==> config.mk <==
export PLATFORM = sky130hd
export DESIGN_NAME = delay_slot_seq
export DESIGN_NICKNAME = d
export VERILOG_FILES = /design/src/rtl/dss_pkg.sv /design/src/rtl/dss_target.sv /design/src/rtl/dss_annul.sv /design/src/rtl/dss_shadow.sv /design/src/rtl/delay_slot_seq.sv
export SDC_FILE = /design/constraint.sdc
export NUM_CORES = 1
export LEC_CHECK = 0
export BUFFER_PORTS_ARGS = -buffer_cell sky130_fd_sc_hd__buf_2
export CAP_MARGIN = 20
export CORE_UTILIZATION = 58
export CTS_BUF_LIST = sky130_fd_sc_hd__clkbuf_16
export DETAILED_ROUTE_END_ITERATION = 6
export PLACE_DENSITY = 0.8
export SYNTH_ARGS = -nofsm -noshare
export SYNTH_HDL_FRONTEND = slang
export SYNTH_SLANG_ARGS = --single-unit
==> constraint.sdc <==
create_clock -name clk -period 3.4 [get_ports clk]
set_clock_uncertainty 0.2 [all_clocks]
set_input_delay 0.17 -clock clk [delete_from_list [all_inputs] [get_ports clk]]
set_output_delay 0.17 -clock clk [all_outputs]
set_load 0.01 [all_outputs]
==> src/rtl/dss_pkg.sv <==
package dss_pkg;

    typedef enum logic [2:0] {
        POL_NEVER      = 3'd0,
        POL_ALWAYS     = 3'd1,
        POL_ON_TAKEN   = 3'd2,
        POL_ON_UNTAKEN = 3'd3,
        POL_BY_DIR     = 3'd4
    } squash_pol_e;

    typedef struct packed {
        logic valid;
        logic cond;
        logic taken;
        logic absolute;
        logic nullify;
    } br_flags_t;

    // Effective direction of flow: unconditional transfers always redirect.
    function automatic logic flow_taken(br_flags_t f);
        return !f.cond || f.taken;
    endfunction

    // Slot squash decision for one resolved branch.
    function automatic logic squash_decide(squash_pol_e pol, br_flags_t f, logic backward);
        logic res;
        res = 1'b0;
        if (f.nullify) begin
            case (pol)
                POL_NEVER:      res = 1'b0;
                POL_ALWAYS:     res = 1'b1;
                POL_ON_TAKEN:   res = flow_taken(f);
                POL_ON_UNTAKEN: res = !flow_taken(f);
                POL_BY_DIR:     res = !f.cond ? 1'b1 : (backward ? !f.taken : f.taken);
                default:        res = 1'b0;
            endcase
        end
        return res;
    endfunction

endpackage

==> src/rtl/dss_target.sv <==
module dss_target #(
    parameter int AW = 32,
    parameter int OW = 16
) (
    input  logic [AW-1:0] pc,
    input  logic [OW-1:0] offset,
    input  logic [AW-1:0] abs_target,
    input  logic          absolute,
    output logic [AW-1:0] target,
    output logic          backward
);
    logic [AW-1:0] ext;

    generate
        if (AW > OW) begin : g_sext
            assign ext = {{(AW-OW){offset[OW-1]}}, offset};
        end else begin : g_trunc
            assign ext = offset[AW-1:0];
        end
    endgenerate

    always_comb begin
        if (absolute) begin
            target   = abs_target;
            backward = (abs_target < pc);
        end else begin
            target   = pc + ext;
            backward = offset[OW-1];
        end
    end
endmodule

==> src/rtl/dss_annul.sv <==
module dss_annul
    import dss_pkg::*;
(
    input  br_flags_t   flags,
    input  logic [2:0]  policy,
    input  logic        backward,
    output logic        squash,
    output logic        redirect
);
    always_comb begin
        squash   = squash_decide(squash_pol_e'(policy), flags, backward);
        redirect = flow_taken(flags);
    end
endmodule

==> src/rtl/dss_shadow.sv <==
module dss_shadow #(
    parameter int AW = 32
) (
    input  logic          clk,
    input  logic          rst,
    input  logic          capture,
    input  logic [AW-1:0] pc_in,
    input  logic [AW-1:0] npc_in,
    input  logic          annul_in,
    output logic [AW-1:0] pc_sv,
    output logic [AW-1:0] npc_sv,
    output logic          annul_sv
);
    always_ff @(posedge clk) begin
        if (rst) begin
            pc_sv    <= '0;
            npc_sv   <= '0;
            annul_sv <= 1'b0;
        end else if (capture) begin
            pc_sv    <= pc_in;
            npc_sv   <= npc_in;
            annul_sv <= annul_in;
        end
    end
endmodule

==> src/rtl/delay_slot_seq.sv <==
module delay_slot_seq
    import dss_pkg::*;
#(
    parameter int          AW         = 32,
    parameter int          OW         = 16,
    parameter int          INSN_BYTES = 4,
    parameter logic [31:0] RESET_PC   = 32'h0,
    parameter logic [31:0] TRAP_VEC   = 32'h100
) (
    input  logic          clk,
    input  logic          rst,
    input  logic          stall,
    input  logic          trap,
    input  logic          restart,
    input  logic          br_valid,
    input  logic          br_cond,
    input  logic          br_taken,
    input  logic          br_absolute,
    input  logic          br_nullify,
    input  logic [OW-1:0] br_offset,
    input  logic [AW-1:0] br_target,
    input  logic [2:0]    policy,
    output logic [AW-1:0] fetch_pc,
    output logic [AW-1:0] next_pc,
    output logic          fetch_exec
);
    localparam logic [AW-1:0] STEP  = AW'(INSN_BYTES);
    localparam logic [AW-1:0] RST_A = AW'(RESET_PC);
    localparam logic [AW-1:0] VEC_A = AW'(TRAP_VEC);

    logic [AW-1:0] pc_q, npc_q;
    logic          annul_q;
    logic [AW-1:0] tgt;
    logic          backward, squash, redirect, accept;
    logic [AW-1:0] pc_sv, npc_sv;
    logic          annul_sv;
    br_flags_t     flags;

    always_comb begin
        flags.valid    = br_valid;
        flags.cond     = br_cond;
        flags.taken    = br_taken;
        flags.absolute = br_absolute;
        flags.nullify  = br_nullify;
    end

    // A squashed slot cannot itself transfer control.
    assign accept = flags.valid && !annul_q;

    dss_target #(.AW(AW), .OW(OW)) u_target (
        .pc         (pc_q),
        .offset     (br_offset),
        .abs_target (br_target),
        .absolute   (br_absolute),
        .target     (tgt),
        .backward   (backward)
    );

    dss_annul u_annul (
        .flags    (flags),
        .policy   (policy),
        .backward (backward),
        .squash   (squash),
        .redirect (redirect)
    );

    dss_shadow #(.AW(AW)) u_shadow (
        .clk      (clk),
        .rst      (rst),
        .capture  (trap),
        .pc_in    (pc_q),
        .npc_in   (npc_q),
        .annul_in (annul_q),
        .pc_sv    (pc_sv),
        .npc_sv   (npc_sv),
        .annul_sv (annul_sv)
    );

    always_ff @(posedge clk) begin
        if (rst) begin
            pc_q    <= RST_A;
            npc_q   <= RST_A + STEP;
            annul_q <= 1'b0;
        end else if (trap) begin
            pc_q    <= VEC_A;
            npc_q   <= VEC_A + STEP;
            annul_q <= 1'b0;
        end else if (restart) begin
            pc_q    <= pc_sv;
            npc_q   <= npc_sv;
            annul_q <= annul_sv;
        end else if (!stall) begin
            pc_q    <= npc_q;
            npc_q   <= (accept && redirect) ? tgt : npc_q + STEP;
            annul_q <= accept && squash;
        end
    end

    assign fetch_pc   = pc_q;
    assign next_pc    = npc_q;
    assign fetch_exec = !annul_q;
endmodule

# Word level (Yosys, flattened, before mapping)
# Cells that the tools add are included.
# totals
inputBits,61
elab_cells,41
out_inout_bits,65
reg_bits,130
# classes
n_addsub,2
muxes,15
eq_ne,6
reduce_logical,9
n_lt_le_gt_ge,1
# ops
operator,n
two-way mux 32 bit,6
adder 32 x 3 -> 32 bit (second input constant),1
adder 32 bit,1
< comparator 32 bit,1
two-way mux 9 bit,2
equality test 3 x 2 -> 1 bit (second input constant),2
two-way mux 1 bit,6
logical NOT 1 bit,4
one-hot mux 1 bit (4 select lines),1
equality test 3 x 1 -> 1 bit (second input constant),1
equality test 3 bit (second input constant),1
logical AND 1 bit,3
inequality test 3 x 1 -> 1 bit (second input constant),1
inequality test 2 x 1 -> 1 bit (second input constant),1
OR reduction 2 bit,1
logical OR 1 bit,1

# Depth between registers and ports, before layout
# Gate-level depths: netlist of run 1.
# logic_depth
depth_word,9
ltp_mapped,12
ltp_nobuf,12

# Cells and area by module
# Synthesis of run 1 repeated with hierarchy kept, for this count alone.
# unflattened
cells_unflattened,1138
area_unflattened_um2,9217.6
# by_module_without_submodules
module,area_each_um2,seq_area_each_um2,cells_per_inst,n_inst
delay_slot_seq,3727.3,1301.2,469,1
dss_target,3045.4,0.0,447,1
dss_shadow,2342.2,1301.2,209,1
dss_annul,102.6,0.0,13,1

# Worst setup path before layout of run 1
# No wires, ideal clock.
# synth_path
path_type,flip-flop to flip-flop
startpoint,"reg pc_q[0], in the netlist fetch_pc[0]"
endpoint,"reg npc_q[30], in the netlist next_pc[30]"
setup_time_ps,60
period_less_slack_ps,2917
stages_incl_launch_ff,13
arrival_time_ps,2657
n_path_buf,0
t_required_ps,3140
slack_ps,483
path_cell_list,dfxtp_1 ha_1 inv_1 fa_1 nor2b_1 o31ai_1 a21oi_1 a221oi_4 o21bai_2 a21oi_1 or3b_1 a31oi_1 o221a_1
# synth_via
elab_chain_len,5
# synth_lines
element,line,text
from (decl),delay_slot_seq.sv:31,"logic [AW-1:0] pc_q, npc_q;"
from (signal assigned),delay_slot_seq.sv:89,pc_q <= pc_sv;
from (signal assigned),delay_slot_seq.sv:93,pc_q <= npc_q;
adder 32 bit,dss_target.sv:27,target = pc + ext;
two-way mux 32 bit,dss_target.sv:23,if (absolute) begin
two-way mux 32 bit,delay_slot_seq.sv:94,npc_q <= (accept && redirect) ? tgt : npc_q + STEP;
two-way mux 32 bit,delay_slot_seq.sv:92,end else if (!stall) begin
two-way mux 32 bit,delay_slot_seq.sv:88,end else if (restart) begin
to (signal assigned),delay_slot_seq.sv:86,npc_q <= VEC_A + STEP;
to (signal assigned),delay_slot_seq.sv:90,npc_q <= npc_sv;
to (signal assigned),delay_slot_seq.sv:94,
to (decl),delay_slot_seq.sv:31,
# Every way passes these cells. The select of a mux whose other input is x is not followed.
# A chain may end at the register's enable or synchronous reset.

# Worst setup path after layout of run 1
# Ends and elaborated chain as after synthesis.

==> results of run 1 <==
==> cell type report <==
type                            instances  area share [%]
Clock buffer                           17            4.14
Clock inverter                         15            1.18
Inverter                               48            1.75
Multi-Input combinational cell        850            55.2
Sequential cell                       130            25.3
Tap cell                              184            2.24
Timing Repair Buffer                  173            10.2
==> Yosys cell counts (all sizes together), types with 19 or more instances <==
cell type | instances | area share (%)
dfxtp | 130 | 30
xnor2 | 20 | 2.0
nand3 | 25 | 1.4
o21ai | 65 | 3.7
a211oi | 19 | 1.7
mux2i | 102 | 12
ha | 63 | 9.1
a21o | 20 | 1.7
inv | 48 | 2.1
nor2 | 193 | 8.3
clkbuf | 57 | 2.5
nand2 | 51 | 2.2
a21oi | 103 | 5.9
==> sequential cells by signal, indices dropped and copies added, names as in the netlist, named ones only <==
register           flops
fetch_pc              32
u_shadow.npc_sv       32
u_shadow.pc_sv        32
next_pc               30
annul_q                1
u_shadow.annul_sv      1
==> metrics by stage <==
step / hold WS (ns) / instance area [um^2] / util [%]
global placement: 0.224 / 9460 / 64.8
finish: 0.0251 / 10300 / 70.5
detailed placement: 0.223 / 9460 / 64.8
floorplan: 0.159 / 8680 / -
CTS: 0.0104 / 10300 / 70.3
global route: 0.0589 / 10300 / 70.5
==> worst register-to-register path: cells and delay by family (launching register included) <==
kind	cells	cell delay [ns]
flip-flops	1	0.38
adder cells (fa/ha/maj)	2	0.60
AO/OA/AOI/OAI	7	1.30
AND/OR/NAND/NOR	2	0.66
buffers and inverters	1	0.07
==> logic make-up (layout without fill, tap and decap cells) <==
| logic type | count (synthesis) | in the layout | share of synthesized area (%) |
|---|---|---|---|
| simple gates | 347 | 347 | 17.7 |
| compound gates | 297 | 297 | 22.1 |
| flops | 130 | 130 | 30.0 |
| buf+inv | 116 | 253 | 5.06 |
| mux | 104 | 104 | 12.0 |
| fa+ha+maj | 64 | 64 | 9.31 |
| xor+xnor | 38 | 38 | 3.83 |
==> report_power, final <==
part | leakage (nW) | switching (mW) | internal (mW) | total [mW]
Clock | 0.263 | 0.717 | 0.993 | 1.71
Combinational | 3.29 | 0.337 | 0.222 | 0.559
Sequential | 1.05 | 0.0332 | 1.55 | 1.58
==> layer usage <==
layer	GRT usage (%)	up-vias	wire length (um)
met5	0	-	0
met4	14.0	0	672
met3	6.92	64	2290
met2	54.4	420	12100
met1	43.0	4144	10800
li1	-	4167	-
==> final timing paths <==
check	startpoint	cells past startpoint	end	slack (ns)
max reg2reg	fetch_pc[0]	12	next_pc[30]	0.14
min	br_target[23]	4	next_pc[23]	0.03
max	fetch_pc[0]	12	next_pc[30]	0.14
min reg2reg	u_shadow.npc_sv[15]	2	next_pc[15]	0.27
==> repair_timing <==
item                                    CTS  global route
endpoints found under the hold margin    20             0
endpoints found under the setup margin    0             5
buffers inserted                          0             0
gates resized for setup                   0             6
hold buffers                             25             0
==> impl_metrics.tcl, run 1 <==
set metrics [dict create \
    place_congestion 0.932 \
    final_cell_mix "nor2_1 (193), dfxtp_1 (130), buf_2 (123)" \
    cts_tree "built" \
    drc 0 \
    grt_max_degree 66 \
    clockBufferDepth 2 \
    nNetsFinal 1345 \
    ys_seq_elements 130 \
    hold_viol_final 0 \
    setup_tns_ns 0 \
    dieWidth_um 124 \
    critPathMaxFanout 5 \
    pre_cts_slack_ns 0.157 \
    clk_latency_ns 0.43 \
    leakagePower_nw 4.61 \
    synth_area_um2 8680 \
    crit_slowest_cell "fa_1" \
    layout_min_cycle_time_ns 3.26 \
    hold_path_class "primary input to flop" \
    avgRoutedWirePerCell_um 18.2 \
    avgSynthCellArea_um2 7.92 \
    fin_ws_ns 0.135 \
    start_kind "flop" \
    area.growth.synth_to_final_pct 18.5 \
    syn-instance-count 1096 \
    grt_pass1_vias 8130 \
    status "completed" \
    power.density_nw_per_um2 374 \
    synth_edf_count 0 \
    end_kind "flop" \
    critical_path.cell_chain "ha_1 > inv_1 > fa_1 > nor2b_1 > o31ai_2 > a21oi_2 > a221oi_4 > o21bai_2 > a21oi_1 > or3b_1 > a31oi_1 > o221a_1" \
    dieArea_um2 15500 \
    finalMaxSlewViolations 0 \
    multi_input_area_um2 5670 \
    place_inst 1360 \
    seqCellArea_um2 2600 \
    routed_wl_um 25800 \
    relSlewSlack_pct 38.7 \
    synth_flop_cell "dfxtp_1" \
    row_count 44 \
    worst_ep_arrival_time_ns 3.44 \
    required_ns 3.57 \
    post-route-period-util_pct 96.0 \
    slowest_delay_ns 0.39 \
    drv_cap 0 \
    insertedDiodeCount 0 \
    die_y_um 124 \
    htree_levels 4 \
    vias 8795 \
    cts_sinks 130 \
    cts_root_buffer "clkbuf_16" \
    antenna_found_initial 0 \
    critical_path_class "flop to flop" \
    async_flop_share_pct 0 \
    viasPerCell 6.21 \
    peakVddDrop_mv 0.332 \
    max_freq_mhz 306 \
    dr.pass1.iters 7 \
    grt_overflow 0 \
    syn_nets 1221 \
    setup_viol 0 \
    tightest_slew_ns 0.915 \
    yosysWarnings 0 \
    total_power_mw 3.85 \
    clk_pin_slew_ns 0.06 \
    io_buffers 125 \
    drt_first_iter_violations 832 \
    layout_commonest_cell "nor2_1" \
    yosysSeqAreaShare_pct 30.0 \
    grt_pass1_wl_um 41500 \
    cpLargestDelayFamily "compound AO/OA/AOI/OAI gates" \
    nFillCells 1156 \
    place_hpwl_um 17400 \
    fp.coreArea_um2 14600 \
    cts_buffers 17 \
    ioPinCount 126 \
    drive_gt1_share_pct 15.3 \
    crit_buf_inv 1 \
    grt.total_usage_pct 33.5 \
    synth.distinct_cells 67 \
    layout.cells.non_filler 1417 \
    start_util_pct 59.5 \
    detail-route-antenna-nets 0 \
]
Note: power is estimated with default switching activity, not from simulation.
==> run 2: changes to the inputs <==
--- a/config.mk
+++ b/config.mk
@@ -5,12 +5,12 @@
 export SDC_FILE = /design/constraint.sdc
 export NUM_CORES = 1
 export LEC_CHECK = 0
+export ABC_AREA = 1
 export BUFFER_PORTS_ARGS = -buffer_cell sky130_fd_sc_hd__buf_2
-export CAP_MARGIN = 20
-export CORE_UTILIZATION = 58
+export CORE_UTILIZATION = 59
 export CTS_BUF_LIST = sky130_fd_sc_hd__clkbuf_16
 export DETAILED_ROUTE_END_ITERATION = 6
-export PLACE_DENSITY = 0.8
+export PLACE_DENSITY = 0.81
 export SYNTH_ARGS = -nofsm -noshare
 export SYNTH_HDL_FRONTEND = slang
 export SYNTH_SLANG_ARGS = --single-unit
==> run 2 against run 1 <==
Total power increased by 14%. Clock power increased by 8%. Wire length increased by 21%. Critical path type unchanged. Highest routed layer is now met5. Hold slack got worse by 0.023 ns. Register-to-register slack improved by 0.32 ns. Global-route usage increased by 8.5 points. First-iteration DRC count increased by 25%. Critical path depth increased by 6. Utilization increased by 0.46 points. Die area decreased by 0.43%. Sequential power increased by 6%. Area after synthesis increased by 1.3%.
==> impl_metrics.tcl, run 2 <==
set metrics [dict create \
    post-route-period-util_pct 86.5 \
    drv_cap 0 \
    power.density_nw_per_um2 427 \
    cp.depth 18 \
    drt_first_iter_violations 1039 \
    endpoint "annul_q" \
    die_y_um 124 \
    yosysMostFrequentCell "nand2_1" \
    setup_tns_ns 0 \
    grt_max_degree 86 \
    nNetsFinal 1561 \
    cts_root_buffer "clkbuf_16" \
    ctsResizeCount 0 \
    start_kind "flop" \
    layout_commonest_cell "nand2_1" \
    fin_ws_ns 0.458 \
    grt.total_usage_pct 41.9 \
    place_congestion 0.981 \
    slowest_delay_ns 0.55 \
    grt_pass1_wl_um 48600 \
    highest_layer "met5" \
    routed_wl_um 31300 \
    layout.cells.non_filler 1632 \
    cts_sinks 130 \
    synth.area.top_cells "dfxtp_1 (30%), o21ai_0 (11%), a21oi_1 (10%)" \
    row_count 44 \
    synth_area_um2 8800 \
    synth_edf_count 0 \
    hold_viol_final 0 \
    dr_wl_met3_um 3240 \
    detail-route-antenna-nets 0 \
    total_power_mw 4.41 \
    yosysWarnings 0 \
    clockBufferDepth 2 \
    status "completed" \
    avgRoutedWirePerCell_um 19.2 \
    relSlewSlack_pct 31.1 \
    cts_setup_buffers 0 \
    dieArea_um2 15400 \
    syn_nets 1445 \
    layout_min_cycle_time_ns 2.94 \
    setup_viol 0 \
    grt_setup_unrepaired "no" \
    r2r_slack_ns 0.46 \
    htree_levels 4 \
    critical_path_class "flop to flop" \
    whs_ns 0.00194 \
    synth_area_leader_cell "dfxtp_1" \
    start_util_pct 60.5 \
    async_flop_share_pct 0 \
    place_inst 1580 \
    cpLargestDelayFamily "simple AND/OR/NAND/NOR gates" \
    place_hpwl_um 22100 \
    io_buffers 125 \
    synth_flop_cell "dfxtp_1" \
    drc 0 \
    crit_path_start "fetch_pc[5]" \
    grt_pass1_vias 9208 \
    clk_latency_ns 0.44 \
    fin_util_pct 71.0 \
    drive_gt1_share_pct 14.7 \
    crit_slowest_cell "dlygate4sd3_1" \
    avgSynthCellArea_um2 6.66 \
    final_cell_mix "nand2_1 (218), o21ai_0 (187), a21oi_1 (183)" \
    tightest_slew_ns 1.02 \
    synth.distinct_cells 50 \
    antenna_found_initial 1 \
    dr.pass1.iters 6 \
    area.growth.synth_to_final_pct 17.3 \
    clk_pin_slew_ns 0.06 \
    path_common_cell "nand2_1" \
    max_freq_mhz 340 \
    r2r-start "fetch_pc[5]" \
    synth_top_area_share_pct 29.6 \
    grt_overflow 0 \
    peakVddDrop_mv 0.374 \
    reg2reg_to "annul_q" \
    synth_commonest_cells "nand2_1 (219), o21ai_0 (187), a21oi_1 (183)" \
    critical_path.cell_chain "inv_1 > ha_1 > a21oi_1 > nor2_1 > nor3_1 > nand2_1 > nand2_1 > nand2_1 > nand2_1 > nand2_1 > nand2_1 > nand2_1 > nand3_1 > nand2_1 > nand2_1 > nand2_1 > dlygate4sd3_1 > a21oi_1" \
    vias 10100 \
    yosysSeqAreaShare_pct 29.6 \
    rr_worst_depth 18 \
    ys_seq_elements 130 \
    cts_buffers 17 \
    cts_tree "built" \
    ioPinCount 126 \
    required_ns 3.57 \
    nFillCells 1294 \
    pre_cts_slack_ns 0.827 \
    finalMaxSlewViolations 0 \
    met2_length_um 14100 \
    crit_buf_inv 2 \
    met1_length_um 11700 \
    fin_area_um2 10300 \
    viasPerCell 6.16 \
    hold_path_class "primary input to flop" \
    dpl_cell_area_um2 9530 \
    cts_hold_buf 21 \
    critPathMaxFanout 4 \
    worst_ep_arrival_time_ns 3.11 \
    end_kind "flop" \
    dieWidth_um 124 \
    syn-instance-count 1320 \
    fp.coreArea_um2 14500 \
    leakagePower_nw 4.61 \
    insertedDiodeCount 0 \
]
==> run 2: changes by cell type after synthesis, moves of 17 or more <==
cell,delta
inv_2,+17
mux2i_1,-102
o21ai_0,+138
a21oi_1,+80
nor2_1,-85
inv_1,+81
nand3_1,+19
nand2_1,+168
==> run 2: cells by family after synthesis <==
logic type | share of synthesized area (%)
xor gates and xnor gates | 3.19
AOI/OAI and AO/OA | 28.5
and+or+nand+nor | 20.5
DFF | 29.6
buffers and inverters | 9.05
adders and majority gates | 9.19
==> run 2: area by class of cell <==
type                            count  area (um^2)  share of cell area (%)
Sequential cell                   130         2600                    25.2
Clock inverter                     14          154                    1.49
Multi-Input combinational cell    980         5410                    52.4
Tap cell                          184          230                    2.23
Inverter                          147          552                    5.35
Timing Repair Buffer              160          943                    9.15
Clock buffer                       17          425                    4.12
==> run 2: how the worst min path moves through the flow <==
stage / from / endpoint / slack (ns) / depth (start not counted)
floorplan: rst / fetch_pc[8] / 0.04 / 1
global placement: rst / fetch_pc[8] / 0.24 / 2
detailed placement: rst / fetch_pc[8] / 0.24 / 2
CTS: br_target[24] / next_pc[24] / 0.005 / 5
global route: br_target[25] / next_pc[25] / 0.02 / 5
finish: br_target[24] / next_pc[24] / 0.002 / 5
==> run 2: power by group <==
group | internal [mW] | total [mW] | switching (mW)
Clock | 1.09 | 1.85 | 0.765
Sequential | 1.61 | 1.68 | 0.0771
Combinational | 0.302 | 0.875 | 0.573
Total | 2.99 | 4.41 | 1.42
==> run 2: routing by layer <==
metal,track usage (%),vias up
met4,28.7,2
met2,67.1,648
met3,11.9,161
li1,-,4721
met5,0,-
met1,48.3,4526
==> run 2: worst reg2reg max path, delay by kind of cell (launching register included) <==
kind                       cells  cell delay (ns)
and+or+nand+nor               13             1.10
buffers and inverters          2             0.65
DFF                            1             0.38
adders and majority gates      1             0.29
AOI/OAI and AO/OA              2             0.25
